===== src/rtl/nr_divider.sv =====
module nr_divider #(
  parameter int W = 16
) (
  input  logic         clk,
  input  logic         rst,
  input  logic         start,
  input  logic [W-1:0] dividend,
  input  logic [W-1:0] divisor,
  output logic         busy,
  output logic         done,
  output logic [W-1:0] quotient,
  output logic [W-1:0] remainder,
  output logic         div_by_zero
);
  localparam int CW = $clog2(W + 1);

  typedef enum logic [1:0] {S_IDLE, S_RUN, S_FIX} state_t;

  state_t        st;
  logic [W:0]    acc;
  logic [W-1:0]  qr;
  logic [W-1:0]  dv;
  logic [CW-1:0] cnt;
  logic          done_q;
  logic          dbz_q;

  logic [W:0] dv_ext, acc_sh, acc_nx, acc_fix;
  logic       accept;

  assign accept  = start && (st == S_IDLE);
  assign dv_ext  = {1'b0, dv};
  assign acc_sh  = {acc[W-1:0], qr[W-1]};
  assign acc_nx  = acc[W] ? (acc_sh + dv_ext) : (acc_sh + (~dv_ext) + 1'b1);
  assign acc_fix = acc[W] ? (acc + dv_ext) : acc;

  always_ff @(posedge clk) begin
    if (rst) begin
      st     <= S_IDLE;
      acc    <= '0;
      qr     <= '0;
      dv     <= '0;
      cnt    <= '0;
      done_q <= 1'b0;
      dbz_q  <= 1'b0;
    end else begin
      done_q <= 1'b0;
      case (st)
        S_IDLE: if (accept) begin
          acc   <= '0;
          qr    <= dividend;
          dv    <= divisor;
          dbz_q <= (divisor == '0);
          cnt   <= CW'(W);
          st    <= S_RUN;
        end
        S_RUN: begin
          acc <= acc_nx;
          qr  <= {qr[W-2:0], ~acc_nx[W]};
          cnt <= cnt - 1'b1;
          if (cnt == CW'(1)) st <= S_FIX;
        end
        S_FIX: begin
          acc    <= acc_fix;
          done_q <= 1'b1;
          st     <= S_IDLE;
        end
        default: st <= S_IDLE;
      endcase
    end
  end

  assign busy        = (st != S_IDLE);
  assign done        = done_q;
  assign quotient    = qr;
  assign remainder   = acc[W-1:0];
  assign div_by_zero = dbz_q;
endmodule


===== config.mk =====
export PLATFORM = sky130hd
export DESIGN_NAME = nr_divider
export DESIGN_NICKNAME = d
export VERILOG_FILES = /design/src/rtl/nr_divider.sv
export SDC_FILE = /design/constraint.sdc
export NUM_CORES = 1
export LEC_CHECK = 0
export ABC_AREA = 1
export CORE_MARGIN = 5
export CORE_UTILIZATION = 63
export CTS_BUF_LIST = sky130_fd_sc_hd__clkbuf_8
export CTS_CLUSTER_DIAMETER = 60
export DETAILED_ROUTE_END_ITERATION = 10
export HOLD_SLACK_MARGIN = 0.05
export PLACE_DENSITY = 0.95
export SYNTH_ARGS = -nofsm -noshare
export SYNTH_HDL_FRONTEND = slang
export SYNTH_SLANG_ARGS = --single-unit

===== constraint.sdc =====
create_clock -name clk -period 3.8 [get_ports clk]
set_input_delay 0.38 -clock clk [delete_from_list [all_inputs] [get_ports clk]]
set_output_delay 0.38 -clock clk [all_outputs]
set_load 0.02 [all_outputs]

==> metrics.txt, run 1 <==
# TYPE chip_impl_metric gauge
chip_impl_metric{name="fill_cells",unit=""} 674
chip_impl_metric{name="vdd_drop_max",unit="uV"} 647
chip_impl_metric{name="synth_area",unit="um2"} 5430
chip_impl_metric{name="power.switching_fraction",unit="%"} 49.7
chip_impl_info{name="post_synth_top_flop",value="dfxtp_1"} 1
chip_impl_metric{name="final_nets",unit=""} 1046
chip_impl_metric{name="power_frac_comb",unit="%"} 59.5
chip_impl_metric{name="detail_route.vias_per_cell",unit=""} 5.66
chip_impl_metric{name="pwr-share-seq",unit="%"} 24.3
chip_impl_info{name="worstPathCellList",value="inv_1 -> ha_1 -> inv_2 -> o21ai_2 -> inv_1 -> nor2_1 -> nand2_1 -> a21oi_1"} 1
chip_impl_metric{name="vias",unit=""} 6024
chip_impl_metric{name="global_route.usage.met1",unit="%"} 39.1
chip_impl_metric{name="switchingPower",unit="W"} 0.00194
chip_impl_metric{name="drt-pass1-iter-count",unit=""} 6
chip_impl_metric{name="h-tree-depth",unit=""} 3
chip_impl_metric{name="floorplan.io_pins",unit=""} 70
chip_impl_info{name="grt_setup_unrepaired",value="no"} 1
chip_impl_info{name="yosys-top-cells-area",value="dfxtp_1 21%, nand2_1 21%, ha_1 12%, inv_1 8.0%, a21oi_1 6.5%"} 1
chip_impl_metric{name="grt_antenna_before_repair",unit=""} 0
chip_impl_info{name="clk_root_buffer_cell",value="clkbuf_8"} 1
chip_impl_metric{name="synthesized_flop_and_latch_total",unit=""} 58
chip_impl_metric{name="post_drt_wl_per_cell",unit="um"} 15.1
chip_impl_metric{name="number_of_gates_resized_after_cts",unit=""} 0
chip_impl_metric{name="period_minus_slack",unit="ns"} 2.50
chip_impl_metric{name="layout-area-overhead-vs-synth",unit="%"} 15.5
chip_impl_info{name="critical_path.endpoint_type",value="register"} 1
chip_impl_info{name="yosys.cell_count.top_type",value="nand2_1"} 1
chip_impl_info{name="post-synth-top-area-cell",value="dfxtp_1"} 1
chip_impl_metric{name="cts.sinks",unit=""} 58
chip_impl_info{name="status",value="complete, no violations"} 1
chip_impl_metric{name="grt.met2_usage",unit="%"} 53.2
chip_impl_metric{name="synth_top_area_share",unit="%"} 21.4
chip_impl_metric{name="detail_route.wirelength",unit="um"} 16100
chip_impl_info{name="critical-path-slowest-cell",value="o21ai_2"} 1
chip_impl_metric{name="max-clock-path-buffers",unit=""} 2
chip_impl_info{name="worst_hold_path_type",value="register to register"} 1
chip_impl_metric{name="synth_area_per_cell",unit="um2"} 5.96
chip_impl_metric{name="clock_skew_after_layout",unit="ns"} 0.00833
chip_impl_metric{name="drc",unit=""} 0
chip_impl_metric{name="grt_residual_overflow",unit=""} 0
chip_impl_info{name="grt-busiest-layer",value="met2"} 1
chip_impl_metric{name="grt_first_pass_wirelength",unit="um"} 26400
chip_impl_info{name="timing_worst_setup_path_type",value="register to register"} 1
chip_impl_metric{name="yosysSeqAreaShare",unit="%"} 21.4
chip_impl_metric{name="die_h",unit="um"} 103
chip_impl_info{name="synth_commonest_cells",value="298 x nand2_1, 115 x inv_1, 71 x a21oi_1, 68 x nor2_1, 58 x dfxtp_1"} 1
chip_impl_metric{name="dpl.hpwl",unit="um"} 12300
chip_impl_metric{name="power_per_cell_area",unit="nW/um2"} 623
chip_impl_metric{name="n_antenna_cell",unit=""} 0
chip_impl_metric{name="cts_setup_buffers",unit=""} 0
chip_impl_metric{name="maxClockFrequency",unit="MHz"} 401
chip_impl_metric{name="seqCellArea",unit="um2"} 1160
chip_impl_metric{name="cts_inserted_buffers",unit=""} 9
chip_impl_metric{name="power_after_layout",unit="W"} 0.00390
chip_impl_metric{name="final_hold_viol_count",unit=""} 0
chip_impl_metric{name="maxSlewHeadroom",unit="%"} 17.1
chip_impl_metric{name="die_w",unit="um"} 103
chip_impl_metric{name="cp_data_arrival_time",unit="ns"} 2.78
chip_impl_metric{name="ys_async_sr_fraction",unit="%"} 0
chip_impl_metric{name="clkTransAtPathRegs",unit="ns"} 0.07
chip_impl_info{name="cpMostUsedCell",value="inv_1"} 1
chip_impl_metric{name="timing_worst_slew_pin_value",unit="ns"} 1.24
chip_impl_metric{name="power_report.internal_total",unit="W"} 0.00196
chip_impl_metric{name="synth_cells",unit=""} 911
chip_impl_metric{name="full_die_area",unit="um2"} 10600
chip_impl_metric{name="cp.required",unit="ns"} 4.08
chip_impl_metric{name="share_clk_of_total_power",unit="%"} 16.2
chip_impl_metric{name="floorplan.rows",unit=""} 33
chip_impl_metric{name="timing.final.ws_setup",unit="ns"} 1.30
chip_impl_metric{name="floorplan.initialDensity",unit="%"} 65.4
chip_impl_metric{name="insertion_delay",unit="ns"} 0.35
chip_impl_metric{name="fin_util",unit="%"} 75.5
chip_impl_metric{name="starting_drt_drc_count",unit=""} 617
chip_impl_metric{name="first_global_vias",unit=""} 5725
chip_impl_metric{name="gp_routability_congestion",unit=""} 0.971
chip_impl_metric{name="io_buffers",unit=""} 69
chip_impl_metric{name="dpl.cell_count",unit=""} 1048
chip_impl_metric{name="overall_fraction_of_global_route_tracks_in_use",unit="%"} 31.3
chip_impl_metric{name="maxSlewViolCount",unit=""} 0
chip_impl_metric{name="grt_start_max_net_pins",unit=""} 38
chip_impl_metric{name="pre_cts_ws",unit="ns"} 1.34
chip_impl_metric{name="drive_gt1_share",unit="%"} 4.59
chip_impl_info{name="setup.worst_path.start_class",value="register"} 1
chip_impl_metric{name="static-leakage-power",unit="nW"} 3.10
chip_impl_metric{name="setup_tns",unit="ns"} 0
chip_impl_metric{name="mappedNetlistNets",unit=""} 1003
chip_impl_metric{name="worst_path_largest_cell_delay",unit="ns"} 1.01
chip_impl_metric{name="cts_hold_buffers",unit=""} 0
chip_impl_info{name="tritoncts",value="built"} 1
chip_impl_metric{name="synth.distinct_cells",unit=""} 39
chip_impl_metric{name="grtUsageMet3",unit="%"} 7.51
chip_impl_metric{name="core_area",unit="um2"} 8300
chip_impl_metric{name="timing.final.crit_share",unit="%"} 65.7
chip_impl_metric{name="multiInputGateArea",unit="um2"} 3530
chip_impl_metric{name="yosysWarnings",unit=""} 0
chip_impl_metric{name="fin_cells",unit=""} 1064
chip_impl_metric{name="setup_viol",unit=""} 0
chip_impl_metric{name="synth_enable_flop_cells",unit=""} 0
chip_impl_metric{name="route.antenna.remaining_nets",unit=""} 0
chip_impl_metric{name="drv.max_cap_violation_count",unit=""} 0
chip_impl_metric{name="critPathMaxFanout",unit=""} 37
[layout by cell type, fill, tap and decap left out, drive strengths merged, types with 2 or more instances in the layout]
| master | count |
|---|---|
| o21ai | 59 |
| nor2 | 68 |
| ha | 54 |
| clkdlybuf4s50 | 69 |
| fa | 3 |
| nand4 | 7 |
| xor2 | 2 |
| clkinv | 5 |
| dfxtp | 58 |
| nand2 | 298 |
| o21bai | 5 |
| o22ai | 2 |
| a31oi | 18 |
| clkinvlp | 2 |
| nand3 | 53 |
| clkbuf | 9 |
| nor4 | 3 |
| inv | 130 |
| nor3 | 7 |
| bufinv | 2 |
| buf | 5 |
| a21oi | 74 |
| o21a | 3 |
| nand3b | 9 |
| or2 | 3 |
| xnor2 | 4 |
| and2 | 2 |
[worst max-delay path: cells and delay by family, from the launching register on]
kind	cells	cell delay, ns
compound gates	2	1.12
buf+inv	3	0.54
flops	1	0.34
simple gates	2	0.22
fa+ha+maj	1	0.20
[power by group through the flow]
stage	clock, W	combinational [W]	sequential (W)
global placement	0	0.00220	0.000947
detailed placement	0	0.00225	0.000953
global route	0.000666	0.00257	0.000972
finish	0.000632	0.00232	0.000949
floorplan	0	0.00156	0.000999
CTS	0.000631	0.00227	0.000944
[flip-flops by register name, indices dropped and copies added (netlist names)]
| signal | count |
|---|---|
| acc | 17 |
| cnt | 5 |
| div_by_zero | 1 |
| done | 1 |
| dv | 16 |
| quotient | 16 |
| st | 2 |
[final timing paths]
check                 to  slack (ns)  depth (start not counted)    from
max          quotient[0]        1.30                          8   st[1]
max reg2reg  quotient[0]        1.30                          8   st[1]
min               cnt[1]        0.47                          2  cnt[1]
min reg2reg       cnt[1]        0.47                          2  cnt[1]
[logic make-up after synthesis]
logic type	synth area share, %
compound gates	16.6
xor+xnor	0.968
fa+ha+maj	13.6
buf+inv	13.5
flops	21.4
simple gates	34.0
[final cells by class]
cell class,count,area share (%)
Multi-Input combinational cell,679,56.4
Tap cell,105,2.10
Clock buffer,9,1.98
Clock inverter,7,1.50
Sequential cell,58,18.5
Timing Repair Buffer,74,11.6
Inverter,132,7.91
[routing by layer]
metal	vias to the layer above	wire length, um
met1	2689	6530
met4	0	310
li1	2986	-
met5	-	0
met2	310	7610
met3	39	1610
[metrics by stage]
step / hold WS [ns] / instance area, um2
3_5_place_dp: 0.468 / 6050
4_1_cts: 0.478 / 6270
3_3_place_gp: 0.453 / 6050
6_report: 0.474 / 6270
5_1_grt: 0.490 / 6270
2_1_floorplan: 0.440 / 5430
(Power assumes the default switching activity.)
==> run 2: changes to the inputs <==
--- a/config.mk
+++ b/config.mk
@@ -7,12 +7,12 @@
 export LEC_CHECK = 0
 export ABC_AREA = 1
 export CORE_MARGIN = 5
-export CORE_UTILIZATION = 63
+export CORE_UTILIZATION = 53
 export CTS_BUF_LIST = sky130_fd_sc_hd__clkbuf_8
 export CTS_CLUSTER_DIAMETER = 60
 export DETAILED_ROUTE_END_ITERATION = 10
 export HOLD_SLACK_MARGIN = 0.05
-export PLACE_DENSITY = 0.95
+export PLACE_DENSITY = 0.89
 export SYNTH_ARGS = -nofsm -noshare
 export SYNTH_HDL_FRONTEND = slang
 export SYNTH_SLANG_ARGS = --single-unit
==> constraint.sdc (replaced) <==
create_clock -name clk -period 2 [get_ports clk]
set_input_delay 0.2 -clock clk [delete_from_list [all_inputs] [get_ports clk]]
set_output_delay 0.2 -clock clk [all_outputs]
set_load 0.02 [all_outputs]
==> run 2 against run 1 <==
The flow now finishes with violations (negative setup slack); sequential share of layout area decreased by 2.2 points; global-route usage fell by 4.4 points; die area up 17%; highest routed layer unchanged.
==> metrics.txt, run 2 (same netlist as run 1, synthesis figures left out) <==
# TYPE chip_impl_metric gauge
chip_impl_metric{name="critPathMaxFanout",unit=""} 4
chip_impl_metric{name="grt_antenna_before_repair",unit=""} 0
chip_impl_metric{name="drt-pass1-iter-count",unit=""} 6
chip_impl_metric{name="starting_drt_drc_count",unit=""} 542
chip_impl_metric{name="period_minus_slack",unit="ns"} 2.04
chip_impl_metric{name="layout-area-overhead-vs-synth",unit="%"} 34.1
chip_impl_info{name="setup.worst_path.start_class",value="register"} 1
chip_impl_metric{name="floorplan.rows",unit=""} 37
chip_impl_metric{name="final_nets",unit=""} 1108
chip_impl_metric{name="fin_util",unit="%"} 71.8
chip_impl_info{name="cell_type_group_with_the_largest_total_delay_on_the_critical_path",value="compound AO/OA/AOI/OAI gates"} 1
chip_impl_metric{name="full_die_area",unit="um2"} 12400
chip_impl_info{name="tritoncts",value="built"} 1
chip_impl_metric{name="post_drt_wl_per_cell",unit="um"} 15.5
chip_impl_metric{name="power_after_layout",unit="W"} 0.00837
chip_impl_info{name="failed_checks",value="negative setup slack"} 1
chip_impl_metric{name="cts_inserted_buffers",unit=""} 9
chip_impl_metric{name="wl_met2",unit="um"} 8380
chip_impl_metric{name="timing.final.ws_setup",unit="ns"} -0.0450
chip_impl_metric{name="final_hold_viol_count",unit=""} 0
chip_impl_metric{name="maxClockFrequency",unit="MHz"} 489
chip_impl_metric{name="route.antenna.remaining_nets",unit=""} 0
chip_impl_info{name="critical_path.endpoint_type",value="register"} 1
chip_impl_metric{name="clkTransAtPathRegs",unit="ns"} 0.07
chip_impl_metric{name="routed-wl-met3",unit="um"} 1630
chip_impl_metric{name="timing.final.crit_share",unit="%"} 102
chip_impl_metric{name="static-leakage-power",unit="nW"} 3.47
chip_impl_metric{name="cp_data_arrival_time",unit="ns"} 2.27
chip_impl_metric{name="n_antenna_cell",unit=""} 0
chip_impl_info{name="timing_worst_setup_path_type",value="register to register"} 1
chip_impl_metric{name="setup_viol",unit=""} 3
chip_impl_metric{name="floorplan.initialDensity",unit="%"} 53.5
chip_impl_info{name="registers.top_by_ff_count",value="acc"} 1
chip_impl_metric{name="overall_fraction_of_global_route_tracks_in_use",unit="%"} 27.0
chip_impl_metric{name="largest_register_ff_count",unit=""} 17
chip_impl_metric{name="cp.required",unit="ns"} 2.23
chip_impl_metric{name="setup_tns",unit="ns"} -0.115
chip_impl_metric{name="insertion_delay",unit="ns"} 0.36
chip_impl_metric{name="max-clock-path-buffers",unit=""} 2
chip_impl_metric{name="cts.sinks",unit=""} 58
chip_impl_metric{name="grt_first_pass_wirelength",unit="um"} 27600
chip_impl_metric{name="maxSlewHeadroom",unit="%"} 74.7
chip_impl_metric{name="die_h",unit="um"} 111
chip_impl_metric{name="clock_skew_after_layout",unit="ns"} 0.0129
chip_impl_metric{name="io_buffers",unit=""} 69
chip_impl_info{name="most-common-layout-cells",value="271 x nand2_1, 106 x inv_1, 68 x clkdlybuf4s50_1"} 1
chip_impl_info{name="worst_hold_path_type",value="primary input to register"} 1
chip_impl_metric{name="critical_path.n_buffers_inverters",unit=""} 1
chip_impl_info{name="critical-path-slowest-cell",value="fa_2"} 1
chip_impl_metric{name="dpl.hpwl",unit="um"} 12900
chip_impl_info{name="layout_commonest_cell",value="nand2_1"} 1
chip_impl_info{name="maxUsedRoutingLayer",value="met4"} 1
chip_impl_metric{name="detail_route.wirelength",unit="um"} 18000
chip_impl_info{name="worstPathCellList",value="ha_4 -> inv_4 -> fa_2 -> o21ai_2 -> and2_4 -> o21a_1 -> a21oi_2 -> o21ai_1 -> o21ai_1 -> nand2_1 -> a21oi_1"} 1
chip_impl_metric{name="worst_path_largest_cell_delay",unit="ns"} 0.41
chip_impl_info{name="status",value="complete, but fails checks"} 1
chip_impl_metric{name="core_area",unit="um2"} 10100
chip_impl_metric{name="grt_start_max_net_pins",unit=""} 38
chip_impl_info{name="clk_root_buffer_cell",value="clkbuf_8"} 1
chip_impl_metric{name="cts_hold_buffers",unit=""} 0
chip_impl_metric{name="vias",unit=""} 6391
chip_impl_metric{name="drc",unit=""} 0
chip_impl_metric{name="maxSlewViolCount",unit=""} 0
chip_impl_metric{name="vdd_drop_max",unit="uV"} 1040
chip_impl_metric{name="power_per_cell_area",unit="nW/um2"} 1150
chip_impl_info{name="grt_setup_unrepaired",value="yes"} 1
chip_impl_metric{name="die_w",unit="um"} 111
chip_impl_metric{name="grt_residual_overflow",unit=""} 0
chip_impl_metric{name="gp_routability_congestion",unit=""} 0.976
chip_impl_metric{name="timing_worst_slew_pin_value",unit="ns"} 0.380
chip_impl_metric{name="first_global_vias",unit=""} 5878
chip_impl_info{name="cpMostUsedCell",value="o21ai_1"} 1
chip_impl_metric{name="drv.max_cap_violation_count",unit=""} 0
chip_impl_metric{name="detail_route.vias_per_cell",unit=""} 5.52
chip_impl_metric{name="wirelength_met1",unit="um"} 7320
chip_impl_metric{name="floorplan.io_pins",unit=""} 70
chip_impl_metric{name="drive_gt1_share",unit="%"} 21.4
chip_impl_metric{name="h-tree-depth",unit=""} 3
[run 2: changes by cell type in the layout (fill, tap and decap cells not counted), moves of 10 or more]
cell / delta
nand2_1: -27
a21oi_2: +11
nand2_2: +26
dfxtp_1: -14
ha_1: -23
a21oi_1: -11
dfxtp_2: +10
nand3_1: -10
buf_4: +58
ha_4: +16
[run 2: per-layer routing]
metal	global-route usage, %	vias to the layer above
met5	0	-
met4	11.3	0
met3	5.35	54
met2	44.2	311
met1	34.5	2912
li1	-	3114
[run 2: stage by stage]
step | worst slack [ns] | std cells | area, um2 | hold slack [ns]
2_1_floorplan | 0.0863 | 911 | 5430 | 0.354
3_3_place_gp | -0.0504 | 1134 | 6550 | 0.451
3_5_place_dp | -0.106 | 1134 | 6550 | 0.454
4_1_cts | 0.000343 | 1150 | 6810 | 0.395
5_1_grt | -0.172 | 1157 | 7280 | 0.412
6_report | -0.0450 | 1157 | 7280 | 0.401
[run 2: worst paths after layout]
check	from	endpoint	slack [ns]	cells after the start
setup / recovery	dv[0]	acc[4]	-0.04	11
setup reg to reg	dv[0]	acc[4]	-0.04	11
hold / removal	dividend[15]	quotient[15]	0.40	3
hold reg to reg	cnt[1]	cnt[1]	0.47	2
[run 2: final cells by class]
type / count / area, um2
inverter: 132 / 498
sequential: 58 / 1190
clock buffer: 10 / 138
multi-input combinational: 679 / 3980
clock inverter: 6 / 57.6
timing repair buffer: 136 / 1240
fill: 788 / 2860
tap: 136 / 170
[run 2: where the power goes]
part           switching (W)  internal, W
logic                0.00326      0.00219
clock network       0.000529     0.000600
registers           0.000289      0.00150
total                0.00408      0.00429
[run 2: what timing repair did]
action	4_1_cts	5_1_grt
gates resized for setup	19	117
pin swaps	2	32
setup endpoints to repair	12	15
setup buffers	0	7
[run 2: tightest hold or removal path: cells and delay by family]
family | cells | cell delay (ns)
buf+inv | 1 | 0.39
compound gates | 1 | 0.07
simple gates | 1 | 0.06
